$ cat src/rtl/gpio_pkg.sv
package gpio_pkg;

  typedef enum logic [1:0] {
    REG_PIN = 2'd0,
    REG_LAT = 2'd1,
    REG_DIR = 2'd2,
    REG_ANA = 2'd3
  } gpio_reg_e;

  typedef struct packed {
    logic lat;
    logic dir;
    logic ana;
  } gpio_wr_t;

  localparam int unsigned NUM_RD_SRC = 4;

endpackage

$ cat src/rtl/gpio_decode.sv
module gpio_decode
  import gpio_pkg::*;
(
  input  logic                  bus_we,
  input  logic                  bus_re,
  input  logic [1:0]            bus_addr,
  output gpio_wr_t              wr,
  output logic [NUM_RD_SRC-1:0] rd_sel
);

  gpio_reg_e reg_sel;
  assign reg_sel = gpio_reg_e'(bus_addr);

  always_comb begin
    wr     = '0;
    rd_sel = '0;
    if (bus_we) begin
      unique case (reg_sel)
        REG_PIN, REG_LAT: wr.lat = 1'b1;
        REG_DIR:          wr.dir = 1'b1;
        REG_ANA:          wr.ana = 1'b1;
        default:          wr     = '0;
      endcase
    end
    if (bus_re) rd_sel[bus_addr] = 1'b1;
  end

endmodule

$ cat src/rtl/gpio_regs.sv
module gpio_regs
  import gpio_pkg::*;
#(
  parameter int unsigned      WIDTH       = 8,
  parameter logic [WIDTH-1:0] ANALOG_MASK = 8'h2F
) (
  input  logic             clk,
  input  logic             rst,
  input  gpio_wr_t         wr,
  input  logic [WIDTH-1:0] wdata,
  output logic [WIDTH-1:0] lat_q,
  output logic [WIDTH-1:0] dir_q,
  output logic [WIDTH-1:0] ana_q
);

  always_ff @(posedge clk) begin
    if (rst) begin
      lat_q <= '0;
      dir_q <= '1;
    end else begin
      if (wr.lat) lat_q <= wdata;
      if (wr.dir) dir_q <= wdata;
    end
  end

  // Analog-select storage exists only on capable pins.
  for (genvar i = 0; i < WIDTH; i++) begin : g_ana
    if (ANALOG_MASK[i]) begin : g_cap
      logic bit_q;
      always_ff @(posedge clk) begin
        if (rst)         bit_q <= 1'b1;
        else if (wr.ana) bit_q <= wdata[i];
      end
      assign ana_q[i] = bit_q;
    end else begin : g_fixed
      assign ana_q[i] = 1'b0;
    end
  end

endmodule

$ cat src/rtl/gpio_sync.sv
module gpio_sync #(
  parameter int unsigned WIDTH  = 8,
  parameter int unsigned STAGES = 2
) (
  input  logic             clk,
  input  logic             rst,
  input  logic [WIDTH-1:0] d,
  output logic [WIDTH-1:0] q
);

  logic [WIDTH-1:0] stage [STAGES];

  for (genvar s = 0; s < STAGES; s++) begin : g_stage
    always_ff @(posedge clk) begin
      if (rst) stage[s] <= '0;
      else     stage[s] <= (s == 0) ? d : stage[(s == 0) ? 0 : s-1];
    end
  end

  assign q = stage[STAGES-1];

endmodule

$ cat src/rtl/gpio_rdmux.sv
module gpio_rdmux
  import gpio_pkg::*;
#(
  parameter int unsigned WIDTH = 8
) (
  input  logic                  clk,
  input  logic                  rst,
  input  logic [NUM_RD_SRC-1:0] rd_sel,
  input  logic [WIDTH-1:0]      pin_val,
  input  logic [WIDTH-1:0]      lat_val,
  input  logic [WIDTH-1:0]      dir_val,
  input  logic [WIDTH-1:0]      ana_val,
  output logic [WIDTH-1:0]      rdata
);

  logic [WIDTH-1:0] src [NUM_RD_SRC];
  logic [WIDTH-1:0] merged;

  assign src[REG_PIN] = pin_val;
  assign src[REG_LAT] = lat_val;
  assign src[REG_DIR] = dir_val;
  assign src[REG_ANA] = ana_val;

  // One-hot select: AND-OR tree, no priority chain.
  always_comb begin
    merged = '0;
    for (int k = 0; k < NUM_RD_SRC; k++)
      merged |= src[k] & {WIDTH{rd_sel[k]}};
  end

  always_ff @(posedge clk) begin
    if (rst) rdata <= '0;
    else     rdata <= merged;
  end

endmodule

$ cat src/rtl/gpio_port.sv
module gpio_port
  import gpio_pkg::*;
#(
  parameter int unsigned      WIDTH       = 8,
  parameter int unsigned      SYNC_STAGES = 2,
  parameter logic [WIDTH-1:0] ANALOG_MASK = 8'h2F
) (
  input  logic             clk,
  input  logic             rst,
  input  logic [1:0]       bus_addr,
  input  logic             bus_we,
  input  logic             bus_re,
  input  logic [WIDTH-1:0] bus_wdata,
  output logic [WIDTH-1:0] bus_rdata,
  input  logic [WIDTH-1:0] pad_in,
  output logic [WIDTH-1:0] pad_out,
  output logic [WIDTH-1:0] pad_oe
);

  gpio_wr_t                wr;
  logic [NUM_RD_SRC-1:0]   rd_sel;
  logic [WIDTH-1:0]        lat_q, dir_q, ana_q, pin_sync, pin_digital;

  gpio_decode u_dec (
    .bus_we   (bus_we),
    .bus_re   (bus_re),
    .bus_addr (bus_addr),
    .wr       (wr),
    .rd_sel   (rd_sel)
  );

  gpio_regs #(.WIDTH(WIDTH), .ANALOG_MASK(ANALOG_MASK)) u_regs (
    .clk   (clk),
    .rst   (rst),
    .wr    (wr),
    .wdata (bus_wdata),
    .lat_q (lat_q),
    .dir_q (dir_q),
    .ana_q (ana_q)
  );

  gpio_sync #(.WIDTH(WIDTH), .STAGES(SYNC_STAGES)) u_sync (
    .clk (clk),
    .rst (rst),
    .d   (pad_in),
    .q   (pin_sync)
  );

  assign pin_digital = pin_sync & ~ana_q;

  gpio_rdmux #(.WIDTH(WIDTH)) u_rd (
    .clk     (clk),
    .rst     (rst),
    .rd_sel  (rd_sel),
    .pin_val (pin_digital),
    .lat_val (lat_q),
    .dir_val (dir_q),
    .ana_val (ana_q),
    .rdata   (bus_rdata)
  );

  assign pad_out = lat_q;
  assign pad_oe  = ~dir_q;

endmodule

$ cat config.mk
export PLATFORM = sky130hd
export DESIGN_NAME = gpio_port
export DESIGN_NICKNAME = d
export VERILOG_FILES = /design/src/rtl/gpio_pkg.sv /design/src/rtl/gpio_decode.sv /design/src/rtl/gpio_regs.sv /design/src/rtl/gpio_sync.sv /design/src/rtl/gpio_rdmux.sv /design/src/rtl/gpio_port.sv
export SDC_FILE = /design/constraint.sdc
export NUM_CORES = 1
export LEC_CHECK = 0
export BUFFER_PORTS_ARGS = -buffer_cell sky130_fd_sc_hd__buf_2
export CAP_MARGIN = 10
export CORE_MARGIN = 5
export CORE_UTILIZATION = 53
export CTS_BUF_LIST = sky130_fd_sc_hd__clkbuf_2
export CTS_CLUSTER_DIAMETER = 100
export CTS_CLUSTER_SIZE = 10
export DETAILED_ROUTE_END_ITERATION = 12
export GPL_TIMING_DRIVEN = 1
export PLACE_DENSITY_LB_ADDON = 0.05
export SYNTH_ARGS = -nofsm -noshare
export SYNTH_HDL_FRONTEND = slang
export SYNTH_SLANG_ARGS = --single-unit
$ cat constraint.sdc
create_clock -name clk -period 1 [get_ports clk]
set_input_delay 0.05 -clock clk [delete_from_list [all_inputs] [get_ports clk]]
set_output_delay 0.05 -clock clk [all_outputs]
set_load 0.02 [all_outputs]
After elaboration in Yosys (flattened, before gate mapping):

Memories as Yosys holds them, arrays and structs flattened.
Index checks and enable logic that the tools add are counted.

* $add $sub $neg: 0
* $mul: 0
* div/mod/pow operators: 0
* magnitude comparators: 2
* equality and inequality tests: 3
* shift operators: 0
* muxes and demuxes: 12
* bitwise operators: 12
* reductions and logical operators: 3

Operators with widths (count)
* AND 8 bit: 4
* OR 8 bit: 3
* two-way mux 8 bit: 2
* AND 6 x 8 -> 8 bit: 1
* NOT 6 -> 8 bit: 1
* NOT 8 bit: 1
* two-way mux 1 bit: 7
* == test 2 bit, second input constant: 2
* two-way mux 4 bit: 1
* less-than comparator 2 x 3 -> 1 bit, second input constant: 1
* two-way mux 3 bit: 1
* demux 1 bit (select 2 bit): 1
* == test 2 x 1 -> 1 bit, second input constant: 1
* >= comparator 2 x 1 -> 1 bit, second input constant: 1
* logical NOT 2 bit: 1
* OR 1 bit: 2
* OR reduction 2 bit: 1
* logical AND 1 bit: 1

* register bits: 29
* bits in latches: 0
* bits in writable memories: 16
* memory bits (read-only): 0
* input port bits: 22
* output and inout bits: 24
* memories kept: 1

Memory list
* u_sync.stage: words 2, width 8, rd ports 2, clocked after Yosys merged registers in 0, wr ports 2, line gpio_sync.sv:11 `logic [WIDTH-1:0] stage [STAGES];`

Depth between registers and ports, before layout:

* depth in word-level cells: 9
* gate-level depth with buffers: 5

Modules after synthesis:

A second synthesis with hierarchy kept.

* cells, all modules: 170
* area, all modules: 1828.0 µm²

Modules (own cells, without submodules)
* gpio_regs: times used 1, cells an instance 77, area an instance 827.0 µm², seq. area each 420.4 µm²
* gpio_sync: times used 1, cells an instance 33, area an instance 464.2 µm², seq. area each 320.3 µm²
* gpio_rdmux: times used 1, cells an instance 37, area an instance 344.1 µm², seq. area each 160.2 µm²
* gpio_port: times used 1, cells an instance 16, area an instance 140.1 µm², seq. area each 0.0 µm²
* gpio_decode: times used 1, cells an instance 7, area an instance 52.6 µm², seq. area each 0.0 µm²

Least setup slack after synthesis:

No wires, ideal clock.

* path kind: flip-flop to flip-flop
* start point: register u_regs.lat_q[0]
* end point: register u_rd.rdata[0]
* library setup time: 0.086 ns
* arrival: 0.744 ns
* required time: 0.914 ns
* setup slack: 0.170 ns
* stages on the path, launching flop included: 3
* buffers on the path: 0
* cell sequence: dfxtp_1 -> a221oi_1 -> a211oi_1

* word-level cells in the longest chain between the ends: 4

Ends and longest elaborated chain
* start: declaration: line gpio_regs.sv:11 `output logic [WIDTH-1:0] lat_q,`
* start signal: assignment: line gpio_regs.sv:21 `if (wr.lat) lat_q <= wdata;`
* AND 8 bit: line gpio_rdmux.sv:28 `merged |= src[k] & {WIDTH{rd_sel[k]}};`
* OR 8 bit (3 in series): line gpio_rdmux.sv:28
* end signal: assignment: line gpio_rdmux.sv:33 `else rdata <= merged;`
* end: declaration: line gpio_rdmux.sv:13 `output logic [WIDTH-1:0] rdata`

No other way between the ends.
A chain may end at the register's enable or synchronous reset.

Worst setup path after layout:

* start point: register u_regs.dir_q[2]
* end point: output port pad_oe[2]

* word-level cells in the longest chain between the ends: 1

Ends and longest elaborated chain
* start: declaration: line gpio_regs.sv:12 `output logic [WIDTH-1:0] dir_q,`
* start signal: assignment: line gpio_regs.sv:22 `if (wr.dir) dir_q <= wdata;`
* NOT 8 bit: line gpio_port.sv:63 `assign pad_oe = ~dir_q;`
* end: declaration: line gpio_port.sv:17 `output logic [WIDTH-1:0] pad_oe`

No other way between the ends.

==> metrics.md <==
| Metric | Value |
|---|---|
| Hold_ws | `0.0163 ns` |
| Post-synth cell types | `22` |
| Largest area contributor in the netlist | `dfxtp_1` |
| IO buf count | `45` |
| Crit-path slowest cell | `dfxtp_2` |
| Final hold vios | `0` |
| First-pass GRT wire length | `6.45 mm` |
| Layout fillers | `198` |
| Num CTS Buffers | `5` |
| ANT nets after route | `0` |
| Die height | `66.1 um` |
| Core ar. | `3030 sq um` |
| I/O pins | `46` |
| Largest net degree at the start of global routing | `38` |
| Max Freq | `0.996 GHz` |
| Global Route Usage Sum | `0.196` |
| Setup_tns | `-0.00714 ns` |
| Worst min-delay path category | `input pin to flop` |
| Hold Path Sink | `u_regs.lat_q[5]` |
| CTS clk-pin slew, worst paths | `0.22 ns` |
| Worst Path Max Fanout | `2` |
| Root Buffer | `clkbuf_2` |
| Post-synthesis sequential area ratio | `0.540` |
| TritonCTS clock tree | `yes` |
| Full die area | `4370 sq um` |
| Clk sinks | `45` |
| Clk_skew | `0.0211 ns` |
| Post-Syn Area | `1670 sq um` |
| WL/cell | `13.9 um` |
| Critical path's top delay family | `flip-flops` |
| Grt ovf | `0` |
| Max-slew violations | `0` |
| GR Layer Usage met1 | `0.239` |
| Worst path buffer plus inverter count | `2` |
| Failing checks | `setup timing` |
| Antenna violations before repair | `0` |
| Syn_nets | `185` |
| Final Setup Violations | `3` |
| Relative slew slack | `0.724` |
| Leak Pwr | `1.17 nW` |
| Tightest Pin Transition | `0.414 ns` |
| Power density over cell area | `1320 nW/um^2` |
| Hold_sp | `rst` |
| DR iter-0 viols | `113` |
| ANT cells | `0` |
| Startpoint types | `flop` |
| # H-tree levels | `2` |
| Synth Warn # | `0` |
| Final nets | `264` |
| Layout cells sized above 1 | `0.438` |
| Hold Path Stages | `3` |
| First drt pass iteration count | `4` |
| Met3 Track Usage GR | `0.0612` |
| DR DRC count | `0` |
| Non-Filler Instances | `286` |
| Vias/cell | `5.04` |
| Max stage delay on crit path | `0.38 ns` |
| Initial core utilization | `0.551` |
| R2r startpoint | `u_regs.dir_q[2]` |
| Avg Inst Size Synth | `10.2 sq um` |
| Placed Instances | `250` |
| CP Class | `flop to primary output` |
| Area Overhead vs Synth | `47.3%` |
| Die X | `66.1 um` |
| Peak VDD IR | `0.00114 V` |
| RD Place Congestion | `0.715` |
| RSZ-0062 raised after global routing | `true` |
| Grt peak-use layer | `met2` |
| DR vias | `1441` |
| Min cycle time layout | `1.00 ns` |
| # rows | `20` |
| Dpl ws | `0.0412 ns` |
| R2r setup slk | `0.04 ns` |
| Yosys top cell area share | `0.540` |
| #FFs+latches synth | `45` |
| R2r worst-path depth | `3` |
| Mapped Cells | `163` |
| Clk_lat worst skew | `0.42 ns` |
| DRT Wirelength | `3.97 mm` |
| CP Capture Type | `primary output` |
| Top post-synthesis cells by area | `dfxtp_1 (54%), mux2i_1 (9.6%), nor2b_1 (6.0%)` |
| Critical Path RT | `0.95 ns` |
| Detailed placement HPWL | `2.44 mm` |
| MaxCap Viol Count | `0` |
| Worst EP arrival | `0.95 ns` |
| Met2 Track Usage GR | `0.330` |
| Tcrit/Tclk final | `1.00` |
| Status | `finished, violations left` |
| Crit-path cells | `inv_2 > buf_6` |
| Setup WS post-layout | `-0.00372 ns` |
| Longest Clk Path Bufs | `2` |
| Vias in the first global route | `1388` |
| Reg2reg end | `u_regs.dir_q[2]` |
==> report_power, final <==
group / switching, mW / internal [mW]
clock: 0.559 / 0.150
sequential: 0.0452 / 1.89
combinational: 0.270 / 0.327
==> tightest hold or removal path, stage by stage <==
cell and delay [ns]:
buf_2 0.11, buf_12 0.19, nor2_1 0.07
==> sequential cells by signal, indices dropped and copies added, names as in the netlist <==
register                  flops
u_rd.rdata                    8
u_regs.dir_q                  8
u_regs.g_ana.g_cap.bit_q      5
u_regs.lat_q                  8
u_sync.stage                 16
==> placed cells by master, fill, tap and decap left out, types with 7 or more instances in the layout <==
master / synthesis / routed
dfxtp_1: 45 / 25
buf_4: 3 / 23
buf_2: 3 / 21
buf_6: 0 / 20
dfxtp_2: 0 / 20
nor2_1: 16 / 16
nor2b_1: 16 / 16
dlygate4sd3_1: 0 / 16
mux2i_1: 16 / 15
nand2_1: 11 / 11
inv_2: 0 / 8
a211o_1: 8 / 8
and2_0: 8 / 7
==> logic make-up after synthesis <==
family / share of synthesized area
simple gates: 0.208
mux: 0.0960
compound gates: 0.107
buf+inv: 0.0495
flops: 0.540
==> how the worst max path moves through the flow <==
| stage | to | from | depth (start not counted) |
|---|---|---|---|
| floorplan | u_rd.rdata[0] | u_regs.lat_q[0] | 2 |
| global placement | u_regs.dir_q[4] | bus_addr[0] | 4 |
| detailed placement | u_regs.lat_q[1] | bus_addr[1] | 5 |
| CTS | pad_oe[3] | u_regs.dir_q[3] | 2 |
| global route | pad_oe[3] | u_regs.dir_q[3] | 2 |
| finish | pad_oe[2] | u_regs.dir_q[2] | 2 |
==> timing repair <==
| item | in CTS | in global routing |
|---|---|---|
| gates resized for setup | 36 | 41 |
| endpoints found under the setup margin | 17 | 29 |
| buffers inserted | 13 | 0 |
| hold endpoints to repair | 29 | 0 |
| hold buffers | 16 | 0 |
| pin swaps | 0 | 2 |
==> cells in the mapped netlist <==
cell,n
mux2i_1,16
nor2b_1,16
a211oi_1,5
buf_4,3
clkbuf_1,3
buf_1,1
and2b_1,1
nor2_2,1
and3_1,1
nand3_1,1
a2bb2oi_1,3
and2_0,8
nand3b_4,1
buf_2,3
nand2b_1,2
nand3b_1,5
nor2_1,16
a211o_1,8
inv_1,8
nand2_1,11
a221oi_1,5
dfxtp_1,45
==> through the flow <==
stage / util / total power, mW / area [sq um]
after detailed placement: 0.654 / 2.40 / 1980
final: 0.812 / 3.24 / 2460
after global placement: 0.654 / 2.38 / 1980
after floorplan: - / 2.23 / 1670
after CTS: 0.773 / 3.19 / 2340
after global routing: 0.812 / 3.42 / 2460
==> per-layer routing <==
layer	up-vias	wire length, um
li1	705	-
met1	665	1620
met2	66	1990
met3	5	316
met4	0	44
met5	-	0
==> cell type report <==
cell class | count | area [sq um] | area share
clock buffer | 5 | 25.0 | 0.0102
timing repair buffer | 82 | 703 | 0.286
tap | 44 | 55.1 | 0.0224
multi-input combinational | 100 | 707 | 0.288
sequential | 45 | 926 | 0.377
inverter | 8 | 30.0 | 0.0122
clock inverter | 2 | 11.3 | 0.00458
(Power assumes the default switching activity.)
